**src/rtl/chop_pkg.sv**
```systemverilog
package chop_pkg;

  typedef struct packed {
    logic hi;
    logic lo;
  } leg_drive_t;

  localparam leg_drive_t LEG_OFF  = '{hi: 1'b0, lo: 1'b0};
  localparam leg_drive_t LEG_FULL = '{hi: 1'b1, lo: 1'b1};

  // Drive for one leg given enable, synchronised over-limit and select.
  function automatic leg_drive_t leg_drive(input logic enable,
                                           input logic over,
                                           input logic sel);
    leg_drive_t d;
    if (!enable) begin
      d = LEG_OFF;
    end else if (!over) begin
      d = LEG_FULL;
    end else begin
      d.hi = ~sel;
      d.lo = sel;
    end
    return d;
  endfunction

endpackage

```
**src/rtl/chop_rst_sync.sv**
```systemverilog
module chop_rst_sync #(
  parameter int STAGES = 2
) (
  input  logic clk,
  input  logic rst_n,
  output logic rst_core_n
);

  logic [STAGES-1:0] chain_q;
  logic [STAGES-1:0] chain_d;

  always_comb begin
    chain_d = {chain_q[STAGES-2:0], 1'b1};
  end

  always_ff @(posedge clk or negedge rst_n) begin
    if (!rst_n) begin
      chain_q <= '0;
    end else begin
      chain_q <= chain_d;
    end
  end

  assign rst_core_n = chain_q[STAGES-1];

endmodule

```
**src/rtl/chop_in_sync.sv**
```systemverilog
module chop_in_sync #(
  parameter int WIDTH  = 3,
  parameter int STAGES = 2
) (
  input  logic             clk,
  input  logic             rst_n,
  input  logic [WIDTH-1:0] async_in,
  output logic [WIDTH-1:0] sync_out
);

  logic [WIDTH-1:0] stage_q [STAGES];

  genvar s;
  generate
    for (s = 0; s < STAGES; s++) begin : g_stage
      logic [WIDTH-1:0] stage_d;
      if (s == 0) begin : g_first
        always_comb stage_d = async_in;
      end else begin : g_next
        always_comb stage_d = stage_q[s-1];
      end
      always_ff @(posedge clk or negedge rst_n) begin
        if (!rst_n) begin
          stage_q[s] <= '0;
        end else begin
          stage_q[s] <= stage_d;
        end
      end
    end
  endgenerate

  assign sync_out = stage_q[STAGES-1];

endmodule

```
**src/rtl/chop_leg.sv**
```systemverilog
module chop_leg
  import chop_pkg::*;
(
  input  logic clk,
  input  logic rst_n,
  input  logic en,
  input  logic ovr_s,
  output logic hi_gate,
  output logic lo_gate
);

  logic       prev_q;
  logic       sel_q;
  logic       sel_d;
  logic       sel_ce;
  logic       rise;
  leg_drive_t drv_q;
  leg_drive_t drv_d;

  // Next-state logic
  always_comb begin
    rise   = ovr_s & ~prev_q;
    sel_ce = rise & en;
    sel_d  = sel_q ^ sel_ce;
    drv_d  = leg_drive(en, ovr_s, sel_d);
  end

  // Registers
  always_ff @(posedge clk or negedge rst_n) begin
    if (!rst_n) begin
      prev_q <= 1'b0;
    end else begin
      prev_q <= ovr_s;
    end
  end

  always_ff @(posedge clk or negedge rst_n) begin
    if (!rst_n) begin
      sel_q <= 1'b0;
    end else if (sel_ce) begin
      sel_q <= sel_d;
    end
  end

  always_ff @(posedge clk or negedge rst_n) begin
    if (!rst_n) begin
      drv_q <= LEG_OFF;
    end else begin
      drv_q <= drv_d;
    end
  end

  assign hi_gate = drv_q.hi;
  assign lo_gate = drv_q.lo;

endmodule

```
**src/rtl/chop_ctrl_top.sv**
```systemverilog
module chop_ctrl_top #(
  parameter int PHASES      = 3,
  parameter int SYNC_STAGES = 2,
  parameter int RST_STAGES  = 2
) (
  input  logic              clk,
  input  logic              rst_n,
  input  logic              en,
  input  logic [PHASES-1:0] ovr_in,
  output logic [PHASES-1:0] hi_gate,
  output logic [PHASES-1:0] lo_gate
);

  logic              rst_core_n;
  logic [PHASES-1:0] ovr_sync;

  chop_rst_sync #(
    .STAGES (RST_STAGES)
  ) u_rst_sync (
    .clk        (clk),
    .rst_n      (rst_n),
    .rst_core_n (rst_core_n)
  );

  chop_in_sync #(
    .WIDTH  (PHASES),
    .STAGES (SYNC_STAGES)
  ) u_in_sync (
    .clk      (clk),
    .rst_n    (rst_core_n),
    .async_in (ovr_in),
    .sync_out (ovr_sync)
  );

  genvar p;
  generate
    for (p = 0; p < PHASES; p++) begin : g_leg
      chop_leg u_leg (
        .clk     (clk),
        .rst_n   (rst_core_n),
        .en      (en),
        .ovr_s   (ovr_sync[p]),
        .hi_gate (hi_gate[p]),
        .lo_gate (lo_gate[p])
      );
    end
  endgenerate

endmodule

```
**config.mk**
```make
export PLATFORM = sky130hd
export DESIGN_NAME = chop_ctrl_top
export DESIGN_NICKNAME = d
export VERILOG_FILES = /design/src/rtl/chop_pkg.sv /design/src/rtl/chop_rst_sync.sv /design/src/rtl/chop_in_sync.sv /design/src/rtl/chop_leg.sv /design/src/rtl/chop_ctrl_top.sv
export SDC_FILE = /design/constraint.sdc
export NUM_CORES = 1
export LEC_CHECK = 0
export ABC_AREA = 1
export BUFFER_PORTS_ARGS = -buffer_cell sky130_fd_sc_hd__buf_4
export CAP_MARGIN = 10
export CELL_PAD_IN_SITES_DETAIL_PLACEMENT = 1
export CELL_PAD_IN_SITES_GLOBAL_PLACEMENT = 1
export CORE_MARGIN = 1
export CORE_UTILIZATION = 40
export CTS_CLUSTER_DIAMETER = 50
export DETAILED_ROUTE_END_ITERATION = 8
export GPL_TIMING_DRIVEN = 0
export PLACE_DENSITY_LB_ADDON = 0.1
export SYNTH_ARGS = -nofsm -noshare
export SYNTH_HDL_FRONTEND = slang
export SYNTH_SLANG_ARGS = --single-unit
```
**constraint.sdc**
```tcl
create_clock -name clk -period 0.8 [get_ports clk]
set_input_delay 0.04 -clock clk [delete_from_list [all_inputs] [get_ports clk]]
set_output_delay 0.04 -clock clk [all_outputs]
set_load 0.01 [all_outputs]
```
==> results of run 1 <==
==> stage by stage <==
step           power [mW]  hold WS, ns  util, %
2_1_floorplan        1.35       -0.256        -
3_3_place_gp         1.44       -0.178     50.9
3_5_place_dp         1.47       -0.176     50.9
4_1_cts              2.06      -0.0363     56.1
5_1_grt              2.17      -0.0252     57.1
6_report             2.05      -0.0288     57.1
==> repair_timing <==
item	in CTS	in global routing
pin swaps	5	7
gates resized for setup	11	6
hold endpoints to repair	8	3
setup buffers	2	1
endpoints found under the setup margin	15	33
==> cell usage in the layout, fill, tap and decap left out <==
cell type	count
a21oi_1	2
a21oi_2	1
buf_4	7
buf_6	7
clkbuf_4	3
clkbuf_8	1
conb_1	1
dfrtp_1	19
dfrtp_2	1
dlygate4sd3_1	4
inv_1	9
inv_2	4
nand2_1	6
nand2_2	3
nand3_1	4
nand3_2	2
nand4_1	3
==> worst max-delay path, delay by kind of cell (launching register included) <==
kind,cells,cell delay [ns]
DFF,1,0.39
and+or+nand+nor,4,0.29
buffers and inverters,2,0.09
==> metal layers <==
metal / global-route usage [%] / share of wire (%)
met1: 17.9 / 42
met2: 22.9 / 52
met3: 7.35 / 4.7
met4: 7.27 / 0.89
met5: 0 / 0
==> state kept, by name, indices dropped and copies added (netlist names) <==
| register | count |
|---|---|
| g_leg.u_leg.hi_gate | 3 |
| g_leg.u_leg.prev_q | 3 |
| u_rst_sync.chain_q | 2 |
| g_leg.u_leg.lo_gate | 3 |
| u_in_sync.g_stage.stage_d | 3 |
| g_leg.u_leg.sel_q | 3 |
| u_in_sync.sync_out | 3 |
==> worst min path at each step <==
stage                                                   to  slack (ns)  depth (start not counted)
final                     g_leg[0].u_leg.hi_gate$_DFF_PN0_       -0.03                          3
after global routing      g_leg[0].u_leg.hi_gate$_DFF_PN0_       -0.03                          3
after detailed placement   u_rst_sync.chain_q[0]$_DFF_PN0_       -0.18                          1
after CTS                 g_leg[2].u_leg.hi_gate$_DFF_PN0_       -0.04                          3
after floorplan            u_rst_sync.chain_q[0]$_DFF_PN0_       -0.26                          0
after global placement     u_rst_sync.chain_q[0]$_DFF_PN0_       -0.18                          1
==> power by group through the flow <==
stage / logic (mW) / clock network (mW) / registers, mW
floorplan: 0.182 / 0 / 1.17
global placement: 0.264 / 0 / 1.18
global route: 0.339 / 0.641 / 1.19
CTS: 0.294 / 0.598 / 1.17
detailed placement: 0.281 / 0 / 1.19
finish: 0.305 / 0.574 / 1.17
==> final cells by class <==
cell class / instances / area share (%)
clock buffer: 4 / 4.03
buffer: 1 / 1.25
inverter: 13 / 5.42
timing repair buffer: 17 / 17.8
sequential: 20 / 55.7
tap: 16 / 2.22
multi-input combinational: 22 / 13.6
==> logic make-up (layout without fill, tap and decap cells) <==
kind of cell           Yosys count  count (layout)  share of synthesized area (%)
AND/OR/NAND/NOR                 18              18                           11.7
buffers and inverters           20              35                           14.9
flip-flops                      20              20                           70.8
AO/OA/AOI/OAI                    3               3                           2.12
other                            1               1                          0.530
==> out/qor.txt, run 1 <==
Min cycle time layout: 0.879 ns
Initial core utilization: 44.8%
Maximum vdd drop: 1.58 mV
WP data arrival: 1.09 ns
Place WS: -0.0752 ns
Total number of vias: 439
Final Cycle Share: 110%
Full die area: 1940 um2
Synth Warn #: 0
Clock share of power: 28.0%
Fill count: 171
Top cell type's share of synthesized area: 70.8%
Global Route Usage Sum: 15.0%
H-Tree Depth: 1
Drt first pass iters: 6
Crit path max fanout: 2
Gp weighted congestion: 0.641
RSZ-0062 raised after global routing: yes
Critical hold path startpoint: en
# IOs: 12
Layout cells sized above 1: 37.7%
Reg2Reg Setup Slack: -0.08 ns
Number of enable flip-flop cells after synthesis: 0
Startpoint Class: register
CP Cell Sequence: inv_2, nand3_2, nand2_2, nand3_1, nand2_1, inv_1
Placed cell count: 88
CP peak stage delay: 0.39 ns
Fmax: 1.14 GHz
Vias in the first global route: 427
Distinct cells, synth: 9
Global-route wire length before repair: 1900 um
Synthesized area: 707 um2
Slew Limit Fails: 0
Sink Count: 20
Hpwl dp: 764 um
Power Density: 2280 nW/um2
Total wire length: 1120 um
Switching power of the nets: 0.510 mW
Status: finished, violations left
Leak pwr: 0.472 nW
Final instance area: 901 um2
Sw Ratio: 24.9%
Final Worst Setup Slack: -0.0793 ns
Crit path capture type: register
CTS Root Buffer Type: clkbuf_4
Vias per inst: 4.72
Synth Register Bits: 20
Cell Int Power: 1.54 mW
WS Path Type: reg2reg
Non-Filler Instances: 93
Hold slack: -0.0288 ns
Hold Path Class: in2reg
Clock Latency Late Sink: 0.30 ns
Clock-pin slew on the worst setup and hold paths: 0.11 ns
Seq/Total Area, Yosys: 70.8%
Routed Antenna Nets: 0
Post-Syn Nets: 68
Comb power frac: 14.9%
CTS tree: built
Post-synth top flop: dfrtp_1
Asr flop ratio synth: 100%
Hold_buf cts: 4
Die W: 44.0 um
Top cells by area, synth: dfrtp_1 (71%), inv_1 (6.9%), buf_4 (6.4%)
Storage element area: 502 um2
Area Overhead vs Synth: 27.4%
Largest net degree at the start of global routing: 19
Setup-failing EPs final: 14
Total gr overflow: 0
Worst R2R Start: g_leg[0].u_leg.prev_q$_DFF_PN0_
CTS buffer count: 3
FP Rows: 14
Initial antenna violation count: 0
CTS max path bufs: 2
CP Capture Point: g_leg[0].u_leg.hi_gate$_DFF_PN0_
Cells after Synth: 62
Final #Nets: 84
Diodes inserted: 0
Drt initial violations: 1
Worst EP required: 1.01 ns
Setup crit start: g_leg[0].u_leg.prev_q$_DFF_PN0_
Core area: 1580 um2
Area of the multi-input gates: 123 um2
Hold Violations, Final: 3
Sequential Power Share: 57.1%
Drt wl/cell: 12.1 um
Setup TNS: -0.752 ns
Die Height: 44.0 um
CP max stage cell: dfrtp_1
Most frequent cells after synthesis: dfrtp_1 (20), inv_1 (13), nand2_1 (9)
Failing checks: hold timing, setup timing
Buffers on Ports: 10
Reg2reg end: g_leg[0].u_leg.hi_gate$_DFF_PN0_
Area leader, netlist: dfrtp_1
Residual DRC: 0
Syn avg cell area: 11.4 um2
Area after DPL: 802 um2
Worst reg2reg path depth: 6
Count leader, synth: dfrtp_1
Clock skew: 0.00618 ns
Max cap viols: 0
Power figures use the tool's default switching activity.
==> inputs of run 2 (changes only) <==
--- a/config.mk
+++ b/config.mk
@@ -7,15 +7,12 @@
 export LEC_CHECK = 0
 export ABC_AREA = 1
 export BUFFER_PORTS_ARGS = -buffer_cell sky130_fd_sc_hd__buf_4
-export CAP_MARGIN = 10
-export CELL_PAD_IN_SITES_DETAIL_PLACEMENT = 1
-export CELL_PAD_IN_SITES_GLOBAL_PLACEMENT = 1
 export CORE_MARGIN = 1
-export CORE_UTILIZATION = 40
+export CORE_UTILIZATION = 51
 export CTS_CLUSTER_DIAMETER = 50
 export DETAILED_ROUTE_END_ITERATION = 8
 export GPL_TIMING_DRIVEN = 0
-export PLACE_DENSITY_LB_ADDON = 0.1
+export PLACE_DENSITY = 0.73
 export SYNTH_ARGS = -nofsm -noshare
 export SYNTH_HDL_FRONTEND = slang
 export SYNTH_SLANG_ARGS = --single-unit
==> run 2 against run 1 <==
Net effect: the run ends with setup timing left; critical path depth shrank 2; non-clock buffer count grew 2; worst hold slack gained 0.088 ns; total power shrank 5.0%; critical endpoint is now g_leg[1].u_leg.lo_gate$_DFF_PN0_; largest power group unchanged; highest routed layer unchanged.
==> out/qor.txt, run 2 (synthesis results as in run 1) <==
Final Worst Setup Slack: -0.0693 ns (+0.00997 ns)
Core area: 1300 um2 (-17%)
Area after DPL: 801 um2 (-0.16%)
Die Height: 39.2 um (-11%)
Most frequent cells in the layout: dfrtp_1 (18), inv_1 (8), buf_4 (8)
FP Rows: 13 (-1)
Hold Path Class: in2async
Largest net degree at the start of global routing: 19 (unchanged)
CTS buffer count: 3 (unchanged)
Status: finished, violations left
Maximum vdd drop: 1.64 mV (+4.1%)
Final instance area: 925 um2 (+2.6%)
Initial core utilization: 54.3% (+9.5 points)
Diodes inserted: 0 (unchanged)
Global Route Usage Sum: 14.8% (-0.28 points)
CTS Root Buffer Type: clkbuf_4
Hold Violations, Final: 0 (-3)
Total gr overflow: 0 (unchanged)
Global-route wire length before repair: 1440 um (-24%)
Final #Nets: 86 (+2.4%)
Total power: 1.95 mW (-5.0%)
Placed cell count: 87 (-1.1%)
Setup TNS: -0.498 ns (+0.255 ns)
H-Tree Depth: 1 (unchanged)
Crit path max fanout: 2 (unchanged)
Area Overhead vs Synth: 30.8%
Final Cycle Share: 109% (-1.2 points)
Non-Filler Instances: 93 (unchanged)
Fmax: 1.15 GHz (+1.1%)
Gp weighted congestion: 0.642 (+0.17%)
Failing checks: setup timing
Setup-failing EPs final: 15 (+1)
Total number of vias: 424 (-3.4%)
Full die area: 1540 um2 (-21%)
Clock Latency Late Sink: 0.29 ns (about the same)
Slew Limit Fails: 0 (unchanged)
Sink Count: 20 (unchanged)
Worst EP required: 0.99 ns (-0.02 ns)
Power Density: 2110 nW/um2 (-7.5%)
Drt first pass iters: 2 (-4)
Layout cells sized above 1: 47.4% (+9.8 points)
CTS tree: built
CTS max path bufs: 2 (unchanged)
WP data arrival: 1.06 ns (-0.03 ns)
Drt wl/cell: 9.99 um (-17%)
Max cap viols: 0 (unchanged)
Buffers on Ports: 10 (unchanged)
Vias in the first global route: 368 (-14%)
Die W: 39.2 um (-11%)
Most common cell after layout, fill and taps aside: dfrtp_1
Initial antenna violation count: 0 (unchanged)
# IOs: 12 (unchanged)
Vias per inst: 4.56 (-3.4%)
Drt initial violations: 1 (unchanged)
RSZ-0062 raised after global routing: yes
Crit path capture type: register
Total wire length: 929 um (-17%)
Startpoint Class: register
Leak pwr: 0.474 nW (+0.28%)
Min cycle time layout: 0.869 ns (-0.00997 ns)
Routed Antenna Nets: 0 (unchanged)
Residual DRC: 0 (unchanged)
Clock-pin slew on the worst setup and hold paths: 0.10 ns (about the same)
WS Path Type: reg2reg
Clock skew: 0.00279 ns (-0.00339 ns)
Hpwl dp: 559 um (-27%)
==> run 2: cell types whose count changed in the layout (fill, tap and decap cells not counted), sizes merged <==
| cell | previous run | this run |
|---|---|---|
| dlygate4sd3 | 4 | 5 |
| clkbuf | 4 | 3 |
| buf | 14 | 15 |
==> run 2: power breakdown <==
group | leakage (nW) | switching (mW) | internal (mW)
combinational | 0.227 | 0.162 | 0.170
clock | 0.0138 | 0.270 | 0.175
sequential | 0.233 | 0.0624 | 1.11
==> run 2: path summary, 6_finish.rpt <==
path	start	to	slack (ns)	cells after the start
min reg2reg	u_rst_sync.chain_q[1]$_DFF_PN0_	g_leg[0].u_leg.prev_q$_DFF_PN0_	0.19	0
max reg2reg	g_leg[1].u_leg.prev_q$_DFF_PN0_	g_leg[1].u_leg.lo_gate$_DFF_PN0_	-0.07	4
max	g_leg[1].u_leg.prev_q$_DFF_PN0_	g_leg[1].u_leg.lo_gate$_DFF_PN0_	-0.07	4
min in group clk	en	g_leg[1].u_leg.lo_gate$_DFF_PN0_	0.06	3
max in group asynchronous	u_rst_sync.chain_q[1]$_DFF_PN0_	u_in_sync.sync_out[1]$_DFF_PN0_	0.32	0
min	rst_n	u_rst_sync.chain_q[1]$_DFF_PN0_	0.06	2
==> run 2: critical path, stage by stage, from the launching register on <==
cell     delay, ns
dfrtp_1       0.39
inv_2         0.06
nand4_1       0.14
nand2_2       0.13
a21oi_2       0.05
==> run 2: final cells by class <==
class                   instances  area (um2)
plain buffers                   1        11.3
flip-flops and latches         20         503
fillers                        99         377
multi-input cells              22         143
inverters                      13        48.8
repair buffers                 19         178
well taps                      15        18.8
clock buffers                   3        22.5
==> run 2: what timing repair did <==
| item | in CTS | in global routing |
|---|---|---|
| setup endpoints to repair | 15 | 33 |
| pin swaps | 0 | 8 |
| hold endpoints to repair | 8 | 0 |
| hold buffers | 5 | 0 |
| buffers inserted | 3 | 1 |
| gates resized for setup | 6 | 19 |
==> run 2: routing by layer <==
layer	track usage, %	vias to the layer above	part of all wire [%]
met1	18.3	196	44
met2	23.8	13	50
met3	1.73	2	3.6
li1	-	213	-
met4	10.3	0	2.6
met5	0	-	0
==> run 2: stage by stage <==
stage | hold slack (ns) | worst slack, ns | util (%)
global placement | -0.178 | -0.00980 | 61.5
finish | 0.0589 | -0.0693 | 71.1
CTS | 0.0127 | -0.0549 | 67.1
floorplan | -0.256 | 0.0314 | -
global route | 0.0628 | -0.117 | 71.1
detailed placement | -0.177 | -0.0437 | 61.5
==> inputs of run 3 (changes only) <==
--- a/config.mk
+++ b/config.mk
@@ -8,11 +8,10 @@
 export ABC_AREA = 1
 export BUFFER_PORTS_ARGS = -buffer_cell sky130_fd_sc_hd__buf_4
 export CORE_MARGIN = 1
-export CORE_UTILIZATION = 51
+export CORE_UTILIZATION = 35
 export CTS_CLUSTER_DIAMETER = 50
 export DETAILED_ROUTE_END_ITERATION = 8
 export GPL_TIMING_DRIVEN = 0
-export PLACE_DENSITY = 0.73
 export SYNTH_ARGS = -nofsm -noshare
 export SYNTH_HDL_FRONTEND = slang
 export SYNTH_SLANG_ARGS = --single-unit
==> run 3 against run 2 <==
Net effect: the run still ends with setup timing left; non-clock buffer count decreased by 1; register-to-register slack about the same; first-iteration DRC count increased to 5.0 times the previous value; die area increased by 43%; clock-buffer cell count increased by 1; total power increased by 4.7%; sequential share of layout area decreased by 0.43 points; design area increased by 0.54%; combinational power decreased by 6.9%; routed wire length increased by 4.1%; sequential cell count unchanged; critical path type unchanged; largest power group unchanged; highest routed layer unchanged.
==> out/qor.txt, run 3 (synthesis results as in run 1) <==
Status: finished, violations left
Failing checks: setup timing
Setup-failing EPs final: 15 (unchanged)
Initial antenna violation count: 0 (unchanged)
Largest net degree at the start of global routing: 19 (unchanged)
Vias per inst: 4.32 (-5.2%)
Gp weighted congestion: 0.604 (-5.9%)
Fmax: 1.16 GHz (+0.70%)
Hold slack: 0.0535 ns (-0.00539 ns)
Final Worst Setup Slack: -0.0633 ns (+0.00604 ns)
Hold Path Class: in2async
Max cap viols: 0 (unchanged)
Hpwl dp: 566 um (+1.3%)
Clock skew: 0.00254 ns (-0.000255 ns)
Drt initial violations: 5 (+4)
CTS Root Buffer Type: clkbuf_4
Diodes inserted: 0 (unchanged)
Crit path max fanout: 2 (unchanged)
Vias in the first global route: 387 (+5.2%)
H-Tree Depth: 1 (unchanged)
Startpoint Class: register
Crit path capture type: register
Total gr overflow: 0 (unchanged)
Final #Nets: 85 (-1.2%)
Slew Limit Fails: 0 (unchanged)
RSZ-0062 raised after global routing: yes
CTS buffer count: 3 (unchanged)
Worst EP required: 1.03 ns (+0.04 ns)
Place WS: -0.0299 ns (+0.0138 ns)
Leak pwr: 0.481 nW (+1.6%)
Sink Count: 20 (unchanged)
Hold Violations, Final: 0 (unchanged)
Maximum vdd drop: 1.08 mV (-34%)
# IOs: 12 (unchanged)
Worst reg2reg path depth: 5 (+1)
Die W: 46.9 um (+20%)
WP data arrival: 1.09 ns (+0.03 ns)
Fill count: 169 (+71%)
Clock Latency Late Sink: 0.29 ns (about the same)
Clock-pin slew on the worst setup and hold paths: 0.11 ns (about the same)
Drt wl/cell: 9.39 um (-6.0%)
Die Height: 46.9 um (+20%)
CTS tree: built
Full die area: 2200 um2 (+43%)
Reg2reg end: g_leg[1].u_leg.lo_gate$_DFF_PN0_
Residual DRC: 0 (unchanged)
Total wire length: 967 um (+4.1%)
Power Density: 2190 nW/um2 (+4.1%)
Core area: 1800 um2 (+38%)
Routed Antenna Nets: 0 (unchanged)
Global-route wire length before repair: 1410 um (-2.0%)
FP Rows: 15 (+2)
Global Route Usage Sum: 9.77% (-5.0 points)
Most frequent cells in the layout: dfrtp_1 (19), inv_1 (12), buf_6 (7), buf_4 (7), nand2_1 (6)
Final Cycle Share: 108% (-0.75 points)
Area Overhead vs Synth: 31.5%
Buffers on Ports: 10 (unchanged)
Layout cells sized above 1: 35.9% (-12 points)
WS Path Type: reg2reg
Most common cell after layout, fill and taps aside: dfrtp_1
Initial core utilization: 39.2% (-15 points)
Total power: 2.04 mW (+4.7%)
Reg2Reg Setup Slack: -0.06 ns (about the same)
Worst R2R Start: g_leg[1].u_leg.prev_q$_DFF_PN0_
Min cycle time layout: 0.863 ns (-0.00604 ns)
Drt first pass iters: 4 (+2)
CTS max path bufs: 2 (unchanged)
Total number of vias: 445 (+5.0%)
## run 3: worst max path at each step
stage | from | to | slack (ns) | depth (start not counted)
final | g_leg[1].u_leg.prev_q$_DFF_PN0_ | g_leg[1].u_leg.lo_gate$_DFF_PN0_ | -0.06 | 5
after global routing | g_leg[0].u_leg.prev_q$_DFF_PN0_ | g_leg[0].u_leg.hi_gate$_DFF_PN0_ | -0.13 | 6
after CTS | g_leg[2].u_leg.hi_gate$_DFF_PN0_ | hi_gate[2] | -0.05 | 1
after detailed placement | u_in_sync.sync_out[0]$_DFF_PN0_ | g_leg[0].u_leg.hi_gate$_DFF_PN0_ | -0.03 | 5
after global placement | u_in_sync.sync_out[2]$_DFF_PN0_ | g_leg[2].u_leg.lo_gate$_DFF_PN0_ | -0.02 | 4
after floorplan | g_leg[1].u_leg.prev_q$_DFF_PN0_ | g_leg[1].u_leg.hi_gate$_DFF_PN0_ | 0.03 | 6
## run 3: worst max-delay path, cell delays in order, from the launching register on
cell	delay [ns]
dfrtp_1	0.39
inv_2	0.06
nand3_2	0.07
nand2_2	0.08
nand2_1	0.08
a21oi_2	0.12
## run 3: repair_timing
action | in CTS | in global routing
endpoints found under the hold margin | 8 | 0
setup buffers | 3 | 0
gates resized for setup | 6 | 10
hold buffers | 5 | 0
endpoints found under the setup margin | 15 | 33
pin swaps | 1 | 3
## run 3: area by class of cell
cell class,count,area (um2),area share [%]
Clock buffer,4,36.3,3.90
Multi-Input combinational cell,22,130,14.0
Sequential cell,20,502,54.0
Timing Repair Buffer,18,170,18.3
Inverter,13,48.8,5.25
Tap cell,25,31.3,3.36
Buffer,1,11.3,1.21
## run 3: stage by stage
step / util (%) / TNS (ns) / instances / area [um2]
floorplan: - / 0 / 62 / 707
global placement: 45.1 / -0.0594 / 97 / 813
detailed placement: 45.1 / -0.149 / 97 / 813
CTS: 49.9 / -0.481 / 103 / 900
global route: 51.6 / -1.26 / 103 / 930
finish: 51.6 / -0.497 / 103 / 930
## run 3: metal layers
metal	share of wire [%]	wire [um]	track usage [%]
met1	40	385	10.4
met4	0.93	9	8.57
met5	0	0	0
met3	3.6	35	2.31
met2	55	536	16.1
## run 3: report_power, final
group,internal [mW],total [mW],switching [mW]
clock network,0.277,0.562,0.285
registers,1.11,1.17,0.0605
logic,0.161,0.309,0.148
total,1.54,2.04,0.494
